File: config.mk
export PLATFORM = sky130hd
export DESIGN_NAME = nvSerialMem
export DESIGN_NICKNAME = d
export VERILOG_FILES = /design/src/rtl/nvSerialPkg.sv /design/src/rtl/nvSerialCtrl.sv /design/src/rtl/nvSerialData.sv /design/src/rtl/nvSerialMem.sv
export SDC_FILE = /design/constraint.sdc
export NUM_CORES = 1
export LEC_CHECK = 0
export BUFFER_PORTS_ARGS = -buffer_cell sky130_fd_sc_hd__buf_2
export CORE_ASPECT_RATIO = 0.9
export CORE_MARGIN = 10
export CORE_UTILIZATION = 30
export DETAILED_ROUTE_END_ITERATION = 12
export GPL_ROUTABILITY_DRIVEN = 0
export PLACE_DENSITY = 0.48
export SYNTH_ARGS = -nofsm -noshare
export SYNTH_HDL_FRONTEND = slang
export SYNTH_SLANG_ARGS = --single-unit
File: constraint.sdc
create_clock -name clk -period 2.6 [get_ports clk]
set_clock_uncertainty 0.2 [all_clocks]
set_input_delay 0.13 -clock clk [delete_from_list [all_inputs] [get_ports clk]]
set_output_delay 0.13 -clock clk [all_outputs]
set_load 0.01 [all_outputs]
File: src/rtl/nvSerialPkg.sv
package nvSerialPkg;
  localparam int NV_ADDR_W   = 4;
  localparam int NV_DATA_W   = 8;
  localparam int NV_CMD_W    = 8;
  localparam int NV_OP_W     = NV_CMD_W - NV_ADDR_W;
  localparam int NV_DEPTH    = 1 << NV_ADDR_W;
  localparam int NV_BIT_W    = $clog2(NV_DATA_W);
  localparam int NV_FRAME    = NV_CMD_W + NV_DATA_W;
  localparam int NV_CNT_W    = $clog2(NV_FRAME);
  localparam int NV_LAST_CNT = NV_FRAME - 1;

  localparam logic [NV_OP_W-1:0] OP_READ  = NV_OP_W'(4'h5);
  localparam logic [NV_OP_W-1:0] OP_WRITE = NV_OP_W'(4'hA);

  typedef struct packed {
    logic                 wrBit;
    logic                 rdBit;
    logic                 dIn;
    logic [NV_ADDR_W-1:0] addr;
    logic [NV_BIT_W-1:0]  bitSel;
  } nvStrobe_t;
endpackage

File: src/rtl/nvSerialCtrl.sv
module nvSerialCtrl
  import nvSerialPkg::*;
(
  input  logic                clk,
  input  logic                rstAny,
  input  logic                selIn,
  input  logic                sclkIn,
  input  logic                sdiIn,
  output nvStrobe_t           strb,
  output logic [NV_CNT_W-1:0] bitCnt
);
  localparam logic [NV_CNT_W-1:0] CMD_LAST = NV_CNT_W'(NV_CMD_W - 1);
  localparam logic [NV_CNT_W-1:0] FRM_LAST = NV_CNT_W'(NV_LAST_CNT);

  logic                prevClk;
  logic [NV_CMD_W-1:0] cmdReg;
  logic [NV_CMD_W-1:0] cmdNext;
  logic                riseEdge;
  logic                inCmd;
  logic                opKnown;
  logic                takeBit;

  assign riseEdge = sclkIn & ~prevClk;
  assign takeBit  = riseEdge & ~selIn;
  assign inCmd    = (bitCnt < NV_CNT_W'(NV_CMD_W));
  assign cmdNext  = {cmdReg[NV_CMD_W-2:0], sdiIn};
  assign opKnown  = (cmdNext[NV_CMD_W-1 -: NV_OP_W] == OP_READ) ||
                    (cmdNext[NV_CMD_W-1 -: NV_OP_W] == OP_WRITE);

  always_ff @(posedge clk) begin
    if (rstAny) begin
      prevClk <= 1'b1;
      cmdReg  <= '0;
      bitCnt  <= '0;
    end else begin
      prevClk <= sclkIn;
      if (selIn) begin
        bitCnt <= '0;
      end else if (riseEdge) begin
        if (inCmd) begin
          cmdReg <= cmdNext;
          if (bitCnt == CMD_LAST && !opKnown) bitCnt <= '0;
          else                                bitCnt <= bitCnt + 1'b1;
        end else begin
          if (bitCnt == FRM_LAST) bitCnt <= '0;
          else                    bitCnt <= bitCnt + 1'b1;
        end
      end
    end
  end

  always_comb begin
    strb.wrBit  = takeBit & ~inCmd & (cmdReg[NV_CMD_W-1 -: NV_OP_W] == OP_WRITE);
    strb.rdBit  = takeBit & ~inCmd & (cmdReg[NV_CMD_W-1 -: NV_OP_W] == OP_READ);
    strb.dIn    = sdiIn;
    strb.addr   = cmdReg[NV_ADDR_W-1:0];
    strb.bitSel = NV_BIT_W'(FRM_LAST - bitCnt);
  end
endmodule

File: src/rtl/nvSerialData.sv
module nvSerialData
  import nvSerialPkg::*;
(
  input  logic      clk,
  input  logic      rstAny,
  input  logic      powerClr,
  input  nvStrobe_t strb,
  output logic      sdoOut
);
  logic [NV_DATA_W-1:0] memArr [NV_DEPTH];

  always_ff @(posedge clk) begin
    if (powerClr) begin
      for (int i = 0; i < NV_DEPTH; i++) memArr[i] <= '0;
    end else if (!rstAny && strb.wrBit) begin
      memArr[strb.addr][strb.bitSel] <= strb.dIn;
    end
  end

  always_ff @(posedge clk) begin
    if (rstAny)          sdoOut <= 1'b1;
    else if (strb.rdBit) sdoOut <= memArr[strb.addr][strb.bitSel];
  end
endmodule

File: src/rtl/nvSerialMem.sv
module nvSerialMem
  import nvSerialPkg::*;
(
  input  logic clk,
  input  logic rst,
  input  logic powerClr,
  input  logic selIn,
  input  logic sclkIn,
  input  logic sdiIn,
  output logic sdoOut
);
  logic                rstAny;
  nvStrobe_t           strb;
  logic [NV_CNT_W-1:0] bitCnt;

  assign rstAny = rst | powerClr;

  nvSerialCtrl u_ctrl (
    .clk    (clk),
    .rstAny (rstAny),
    .selIn  (selIn),
    .sclkIn (sclkIn),
    .sdiIn  (sdiIn),
    .strb   (strb),
    .bitCnt (bitCnt)
  );

  nvSerialData u_data (
    .clk      (clk),
    .rstAny   (rstAny),
    .powerClr (powerClr),
    .strb     (strb),
    .sdoOut   (sdoOut)
  );
endmodule

# Word level (Yosys, flattened, before mapping)

Memories as Yosys holds them, arrays and structs flattened. A register that Yosys moved wholly into a read port is not among the register bits.
Index checks and enable logic that the tools add are counted.

Add/sub/neg operators: 2
Equal/unequal tests: 6
Reduce and logical (&&, ||, !) cells: 9
Multiply operators: 0
Mux-type cells: 17
Order comparisons: 3
Divide/modulo/power cells: 0
Bitwise gates (word level): 9
Shift-type cells: 0

Operator list:

| kind                | count |
|---|---|
| $mux 4              | 6 |
| $mux 8              | 3 |
| $eq 4x3->1 const B  | 3 |
| $eq 4x4->1 const B  | 3 |
| $reduce_or 8->1     | 1 |
| $mux 1              | 6 |
| $and 1x1->1         | 5 |
| $add 4x1->4 const B | 1 |
| $lt 3x4->1 const B  | 1 |
| $lt 4x4->1 const B  | 1 |
| $bmux 1 s3          | 1 |
| $demux 1 s3         | 1 |
| $ge 3x1->1 const B  | 1 |
| $logic_and 1x1->1   | 3 |
| $not 1->1           | 3 |
| $reduce_and 3->1    | 1 |
| $sub 3x3->3 const A | 1 |
| $logic_not 1->1     | 2 |
| $reduce_or 2->1     | 1 |
| $logic_or 1x1->1    | 1 |
| $or 1x1->1          | 1 |

Register bits after elaboration: 14
Latch bits: 0
ROM bits: 0
Output and inout bits: 1
Input port bits: 6
Memories: 1
Memory bits (writable): 128

Memory list:

| memory        | depth | bits a word | read ports | clocked after Yosys merged registers in | wr ports | RTL line           | source |
|---|---|---|---|---|---|---|---|
| u_data.memArr | 16    | 8           | 1          | 1                                       | 16       | nvSerialData.sv:10 | `logic [NV_DATA_W-1:0] memArr [NV_DEPTH];` |

# Depth between registers and ports, before layout

Gate-level depths: netlist of run 1.

Depth in word-level cells: 11
Mapped depth: 9
Depth with buffers taken out: 6

# Modules after synthesis

A second synthesis of run 1 with hierarchy kept.

Cells, all modules: 677
Area, all modules: 7551.0 sq um

By module, submodules not included:

| module       | cells an instance | times used | area each (sq um) |
|---|---|---|---|
| nvSerialData | 601               | 1          | 6906.6 |
| nvSerialCtrl | 75                | 1          | 638.1 |
| nvSerialMem  | 1                 | 1          | 6.3 |

# Least setup slack after synthesis of run 1

OpenSTA, ideal clock, no wires.

Path kind: register -> register
Start point: register u_ctrl.cmdReg[4]
End point: memory u_data.memArr[0][6], enable pin
Required time: 2.109 ns
Path buffers: 2
Arrival: 1.693 ns
Path slack: 0.415 ns
Stages on the path, launching flop included: 8
Library setup time: 0.291 ns
Period minus slack after synthesis: 2.185 ns
Cell sequence: dfxtp_1 -> nor3b_2 -> nand4_4 -> or2_1 -> buf_6 -> nor3_4 -> buf_4 -> a21o_1

RTL lines:

| what                   | RTL line           | source |
|---|---|---|
| start, declared        | nvSerialCtrl.sv:16 | `logic [NV_CMD_W-1:0] cmdReg;` |
| start signal, assigned | nvSerialCtrl.sv:41 | `cmdReg <= cmdNext;` |
| end, declared          | nvSerialData.sv:10 |  |

==> flow_summary_export.csv, run 1 <==
group,metric,value,unit
timing,fin_tns_setup,0,ps
global_routing,grt_pass1_wl,35.3,mm
critical_path,crit_path_top_delay_cell,"dlygate4sd3_1",
finish,syn2layout_area_growth,17.5,%
critical_path,critPathLaunchType,"input pin",
timing,worstMarginPinSlew,838,ps
pwr,ir_drop,0.480,mV
critical_path,reg2reg_to,"u_data.sdoOut$_SDFFE_PP1P_",
synthesis,synth.area.top_cells,"edfxtp_1 (50%), a21o_1 (9.3%), nor2_1 (6.7%)",
critical_path,reg2reg_depth,7,
routing,vias,5650,
critical_path,critPathMaxFanout,16,
synthesis,avgSynthCellArea,11.1,um2
critical_path,path_cells,"dlygate4sd3_1, buf_2, nor3b_4, nand4_4, or2_1, nor2_4, nand2_2, nor2_1",
floorplan,io_pins,7,
synthesis,synth_ff_type,"edfxtp_1",
clock_network,cts_setup_buffers,0,
timing,slew_headroom,44.1,%
critical_path,critical_path_arrival,2520,ps
synthesis,synth_top_area_share,49.5,%
finish,drive_gt1_share,20.3,%
timing,maxSlewViolCount,0,
flow_run,maxCapViolations,0,
global_routing,grt_pass1_vias,5752,
clock_network,insertion_delay,430,ps
floorplan,fp-row-count,55,
global_routing,antenna_found_initial,0,
routing,viasPerCell,5.23,
floorplan,die_x,190,um
synthesis,syn_area,0.00776,mm2
clock_network,cts-root-buf,"clkbuf_16",
clock_network,cts.clk_slew.worst_paths,60,ps
synthesis,synth_seq_area_share,54.1,%
run_status,status,"finished, final reports clean",
clock_network,cts.sinks,146,
synthesis,synthTopCellsByCount,"nor2_1 (139), edfxtp_1 (128), a21o_1 (96)",
timing,fin_crit,2460,ps
synthesis,netlist.top_cell.by_area,"edfxtp_1",
finish,fin_nets,735,
critical_path,crit_path_max_incr_delay,540,ps
placed_design,portBuffers,6,
synthesis,synth_cell_types,56,
routing,first_pass_iters,6,
finish,fin_util,36.0,%
global_routing,grt-ovfl-total,0,
synthesis,synthesis.nets,704,
global_routing,track_usage,14.1,%
synthesis,yosysMostFrequentCell,"nor2_1",
clock_network,clk_path_buf_depth,2,
clock_network,numCtsBuffers,17,
clock_network,cts_tree,"yes",
placed_design,hpwlAfterDp,15.5,mm
synthesis,synth-async-reset-ratio,0,%
pwr,p_per_area,608,mW/mm2
synthesis,syn_inst,697,
floorplan,dieArea,0.0327,mm2
critical_path,crit_type,"input pin to register",
timing,hold_viol_final,0,
timing,finalCritPeriodShare,94.4,%
synthesis,synth_edf_count,128,
pwr,totalPowerFinal,5540,uW
timing,rsz0062_at_grt,"false",
routing,drc,0,
synthesis,synth_warnings,0,
worst_hold_path,min-delay-start,"sdiIn",
timing,fmax,407,MHz
pwr,p_leak,0.00324,uW
worst_hold_path,min_path_cells,3,
routing,first_iter_violations,482,
worst_hold_path,min_path_type,"input pin to register",
floorplan,core_area,0.0253,mm2
global_routing,grt_max_degree,81,
routing,ant_nets,0,
critical_path,reg2reg_slack,190,ps
synthesis,ys_ff_latch,146,
timing,setup_violations,0,
finish,antenna_cells,0,
clock_network,h-tree-depth,4,
floorplan,initial_utilization,30.7,%
critical_path,worst_ep_required_time,2660,ps
floorplan,die_h,173,um
routing,post_drt_wl_per_cell,21.2,um
routing,wl,22.9,mm
critical_path,worstSetupEndpointType,"register",
worst max-delay path by stage:
stage	startpoint	endpoint	depth (start not counted)
after floorplan	u_ctrl.cmdReg[4]$_SDFFE_PP0P_	u_data.memArr[0][6]$_SDFFCE_PN0P_	7
after global placement	register	u_data.sdoOut$_SDFFE_PP1P_	6
after detailed placement	register	u_data.sdoOut$_SDFFE_PP1P_	6
after CTS	register	u_data.sdoOut$_SDFFE_PP1P_	6
after global routing	selIn	u_data.memArr[13][4]$_SDFFCE_PN0P_	8
final	selIn	u_data.memArr[1][2]$_SDFFCE_PN0P_	8
registers in the layout, summed over array words and instances (netlist names), named ones only:
name and flops:
u_data.memArr 128, u_ctrl.cmdReg 8, u_ctrl.bitCnt 4, u_ctrl.prevClk 1, u_data.sdoOut 1
critical path, delay by kind of cell:
kind	cells	cell delay, ps
AND/OR/NAND/NOR	6	1690
buffers and inverters	2	690
layout by cell type, fill, tap and decap left out, types with 5 or more instances in the layout:
| cell | instances |
|---|---|
| dlygate4sd3_1 | 6 |
| a21o_1 | 96 |
| a21oi_1 | 16 |
| edfxtp_1 | 128 |
| nand2b_1 | 9 |
| nand3_1 | 12 |
| buf_4 | 59 |
| nor2_1 | 139 |
| mux4_2 | 19 |
| bufinv_16 | 5 |
| inv_1 | 6 |
| nor2b_1 | 9 |
| buf_2 | 5 |
| nand2_1 | 46 |
| nor3_1 | 9 |
| nor2_2 | 10 |
| o21bai_1 | 32 |
| dfxtp_1 | 15 |
| clkbuf_16 | 17 |
| mux2_2 | 7 |
| mux2i_1 | 23 |
final cells by class:
| cell class | instances | area [um2] |
|---|---|---|
| clock inverter | 11 | 189 |
| tap | 342 | 428 |
| timing repair buffer | 73 | 588 |
| fill | 2535 | 16200 |
| inverter | 6 | 22.5 |
| multi-input combinational | 484 | 3250 |
| clock buffer | 18 | 429 |
| sequential | 146 | 4210 |
per-layer routing:
metal  track usage [%]  vias up  share of wire (%)
met5                 0        -                  0
met4              3.54        0                1.7
met3              3.00       27                5.8
met2              22.1      181                 47
met1              19.3     2861                 46
li1                  -     2581                  -
metrics by stage:
step                hold slack [ps]  cell area, um2  std cells  setup WS [ps]
floorplan                      32.3            7760        697            415
global placement                155            8440       1045            196
detailed placement              155            8440       1045            141
CTS                            7.08            9110       1080            111
global route                   12.5            9120       1080           43.4
finish                         16.0            9120       1080            145
what timing repair did:
item                                   4_1_cts  5_1_grt
endpoints found under the hold margin       15        0
hold buffers                                 6        0
setup endpoints to repair                    0        1
resized for setup                            0        3
kinds of logic after synthesis:
| logic type | after synthesis | synth area share, % |
|---|---|---|
| simple gates | 263 | 16.0 |
| compound gates | 170 | 16.0 |
| flops | 146 | 54.1 |
| buf+inv | 67 | 4.09 |
| mux | 49 | 9.49 |
| xor+xnor | 1 | 0.113 |
| fa+ha+maj | 1 | 0.161 |
report_power, final:
| group | internal [uW] | total, uW | leakage [uW] | switching (uW) |
|---|---|---|---|---|
| clock network | 1680 | 2650 | 0.000299 | 970 |
| registers | 2640 | 2670 | 0.00136 | 28.8 |
| logic | 106 | 218 | 0.00158 | 112 |
(Power assumes the default switching activity.)
==> run 2: changes to the inputs <==
PLACE_DENSITY = default   (was 0.48)
PLACE_DENSITY_LB_ADDON = 0.25   (was default)
==> flow_summary_export.csv, run 2 (synthesized netlist as in run 1, its figures left out) <==
group,metric,value,unit
timing,setup_violations,0,
routing,wl,22.7,mm
global_routing,track_usage,13.9,%
floorplan,core_area,0.0253,mm2
flow_run,maxCapViolations,0,
run_status,status,"finished, final reports clean",
routing,first_iter_violations,513,
finish,largest_register_ffs,128,
routing,ant_nets,0,
routing,first_pass_iters,5,
worst_hold_path,min_path_type,"register to register",
clock_network,cts.sinks,146,
timing,maxSlewViolCount,0,
critical_path,crit_type,"register to register",
floorplan,fp-row-count,55,
global_routing,grt_max_degree,72,
finish,drive_gt1_share,21.7,%
timing,finalCritPeriodShare,90.9,%
clock_network,cts_tree,"yes",
routing,drc,0,
routing,vias,5759,
routing,post_drt_wl_per_cell,20.7,um
pwr,p_leak,0.00329,uW
floorplan,die_h,173,um
timing,fin_crit,2360,ps
global_routing,grt-ovfl-total,0,
pwr,ir_drop,0.397,mV
timing,rsz0062_at_grt,"false",
critical_path,crit_family,"multiplexers",
floorplan,initial_utilization,30.7,%
clock_network,clk_path_buf_depth,2,
finish,fin_util,36.3,%
finish,final_common_cell,"nor2_1",
timing,slew_headroom,52.6,%
finish,fin_nets,745,
critical_path,crit_path_max_incr_delay,530,ps
finish,layout_common_cells,"nor2_1 (139), edfxtp_1 (128), a21o_1 (96)",
critical_path,crit_path_top_delay_cell,"dfxtp_2",
critical_path,path_cells,"buf_12, mux4_2, mux2i_1, o21ai_0, a21oi_1, o32a_1, o311ai_1",
finish,syn2layout_area_growth,18.4,%
finish,reg_top3,"u_data.memArr: 128 flops, u_ctrl.cmdReg: 8 flops, u_ctrl.bitCnt: 4 flops",
clock_network,h-tree-depth,4,
global_routing,grt_pass1_vias,5732,
pwr,totalPowerFinal,5330,uW
clock_network,cts-root-buf,"clkbuf_16",
floorplan,io_pins,7,
clock_network,numCtsBuffers,17,
timing,fin_tns_setup,0,ps
finish,multiInputGateArea,0.00325,mm2
finish,antenna_cells,0,
critical_path,critical_path_arrival,2460,ps
critical_path,critPathLaunchType,"register",
critical_path,critPathBufInv,1,
placed_design,portBuffers,6,
global_routing,grt_pass1_wl,35.0,mm
critical_path,critPathMaxFanout,8,
critical_path,worstSetupEndpointType,"register",
floorplan,dieArea,0.0327,mm2
timing,fmax,423,MHz
critical_path,worst_ep_required_time,2700,ps
floorplan,die_x,190,um
finish,seq_area,0.00421,mm2
finish,largest-register,"u_data.memArr",
timing,worstMarginPinSlew,709,ps
global_routing,antenna_found_initial,0,
pwr,p_per_area,580,mW/mm2
routing,viasPerCell,5.27,
clock_network,insertion_delay,430,ps
clock_network,cts.clk_slew.worst_paths,60,ps
timing,hold_viol_final,0,
placed_design,hpwlAfterDp,15.7,mm
finish,fill_cells,2541,
run 2: power by group:
| group | total, uW | internal [uW] | switching [uW] |
|---|---|---|---|
| logic | 219 | 107 | 112 |
| registers | 2670 | 2640 | 29.5 |
| clock network | 2440 | 1450 | 985 |
| total | 5330 | 4200 | 1130 |
run 2: cell type report:
cell class	count	share of cell area (%)
sequential	146	45.8
clock inverter	11	1.08
tap	342	4.66
multi-input combinational	484	35.4
clock buffer	21	5.36
inverter	6	0.245
timing repair buffer	83	7.49
run 2: worst reg2reg max path, delay by kind of cell, from the launching register on:
family | cells | cell delay [ps]
multiplexers | 2 | 820
AO/OA/AOI/OAI | 4 | 500
buffers and inverters | 1 | 190
flip-flops | 1 | 530
run 2: what timing repair did:
action,4_1_cts,5_1_grt
gates resized for setup,0,1
endpoints found under the hold margin,17,0
buffers inserted,0,0
setup endpoints to repair,0,1
hold buffers,6,0
run 2: worst paths after layout:
kind | startpoint | end | slack [ps] | cells after the start
hold reg to reg | u_ctrl.cmdReg[5]$_SDFFE_PP0P_ | u_ctrl.cmdReg[6]$_SDFFE_PP0P_ | 280 | 2
setup / recovery | register | u_data.sdoOut$_SDFFE_PP1P_ | 240 | 7
setup reg to reg | register | u_data.sdoOut$_SDFFE_PP1P_ | 240 | 7
hold / removal | u_ctrl.cmdReg[5]$_SDFFE_PP0P_ | u_ctrl.cmdReg[6]$_SDFFE_PP0P_ | 280 | 2
run 2: per-stage QoR:
step	worst slack [ps]	instances	hold WS, ps	cell area (um2)
5_1_grt	28.7	1093	300	9190
3_3_place_gp	281	1055	145	8540
4_1_cts	270	1093	277	9190
3_5_place_dp	291	1055	171	8540
6_report	237	1093	275	9190
2_1_floorplan	415	697	32.3	7760
run 2: per-layer routing:
metal,part of all wire (%),GRT usage (%),up-vias
met3,5.6,2.43,39
met4,2.1,5.06,0
met2,47,21.6,208
met1,45,19.0,2909
met5,0,0,-
li1,-,-,2603
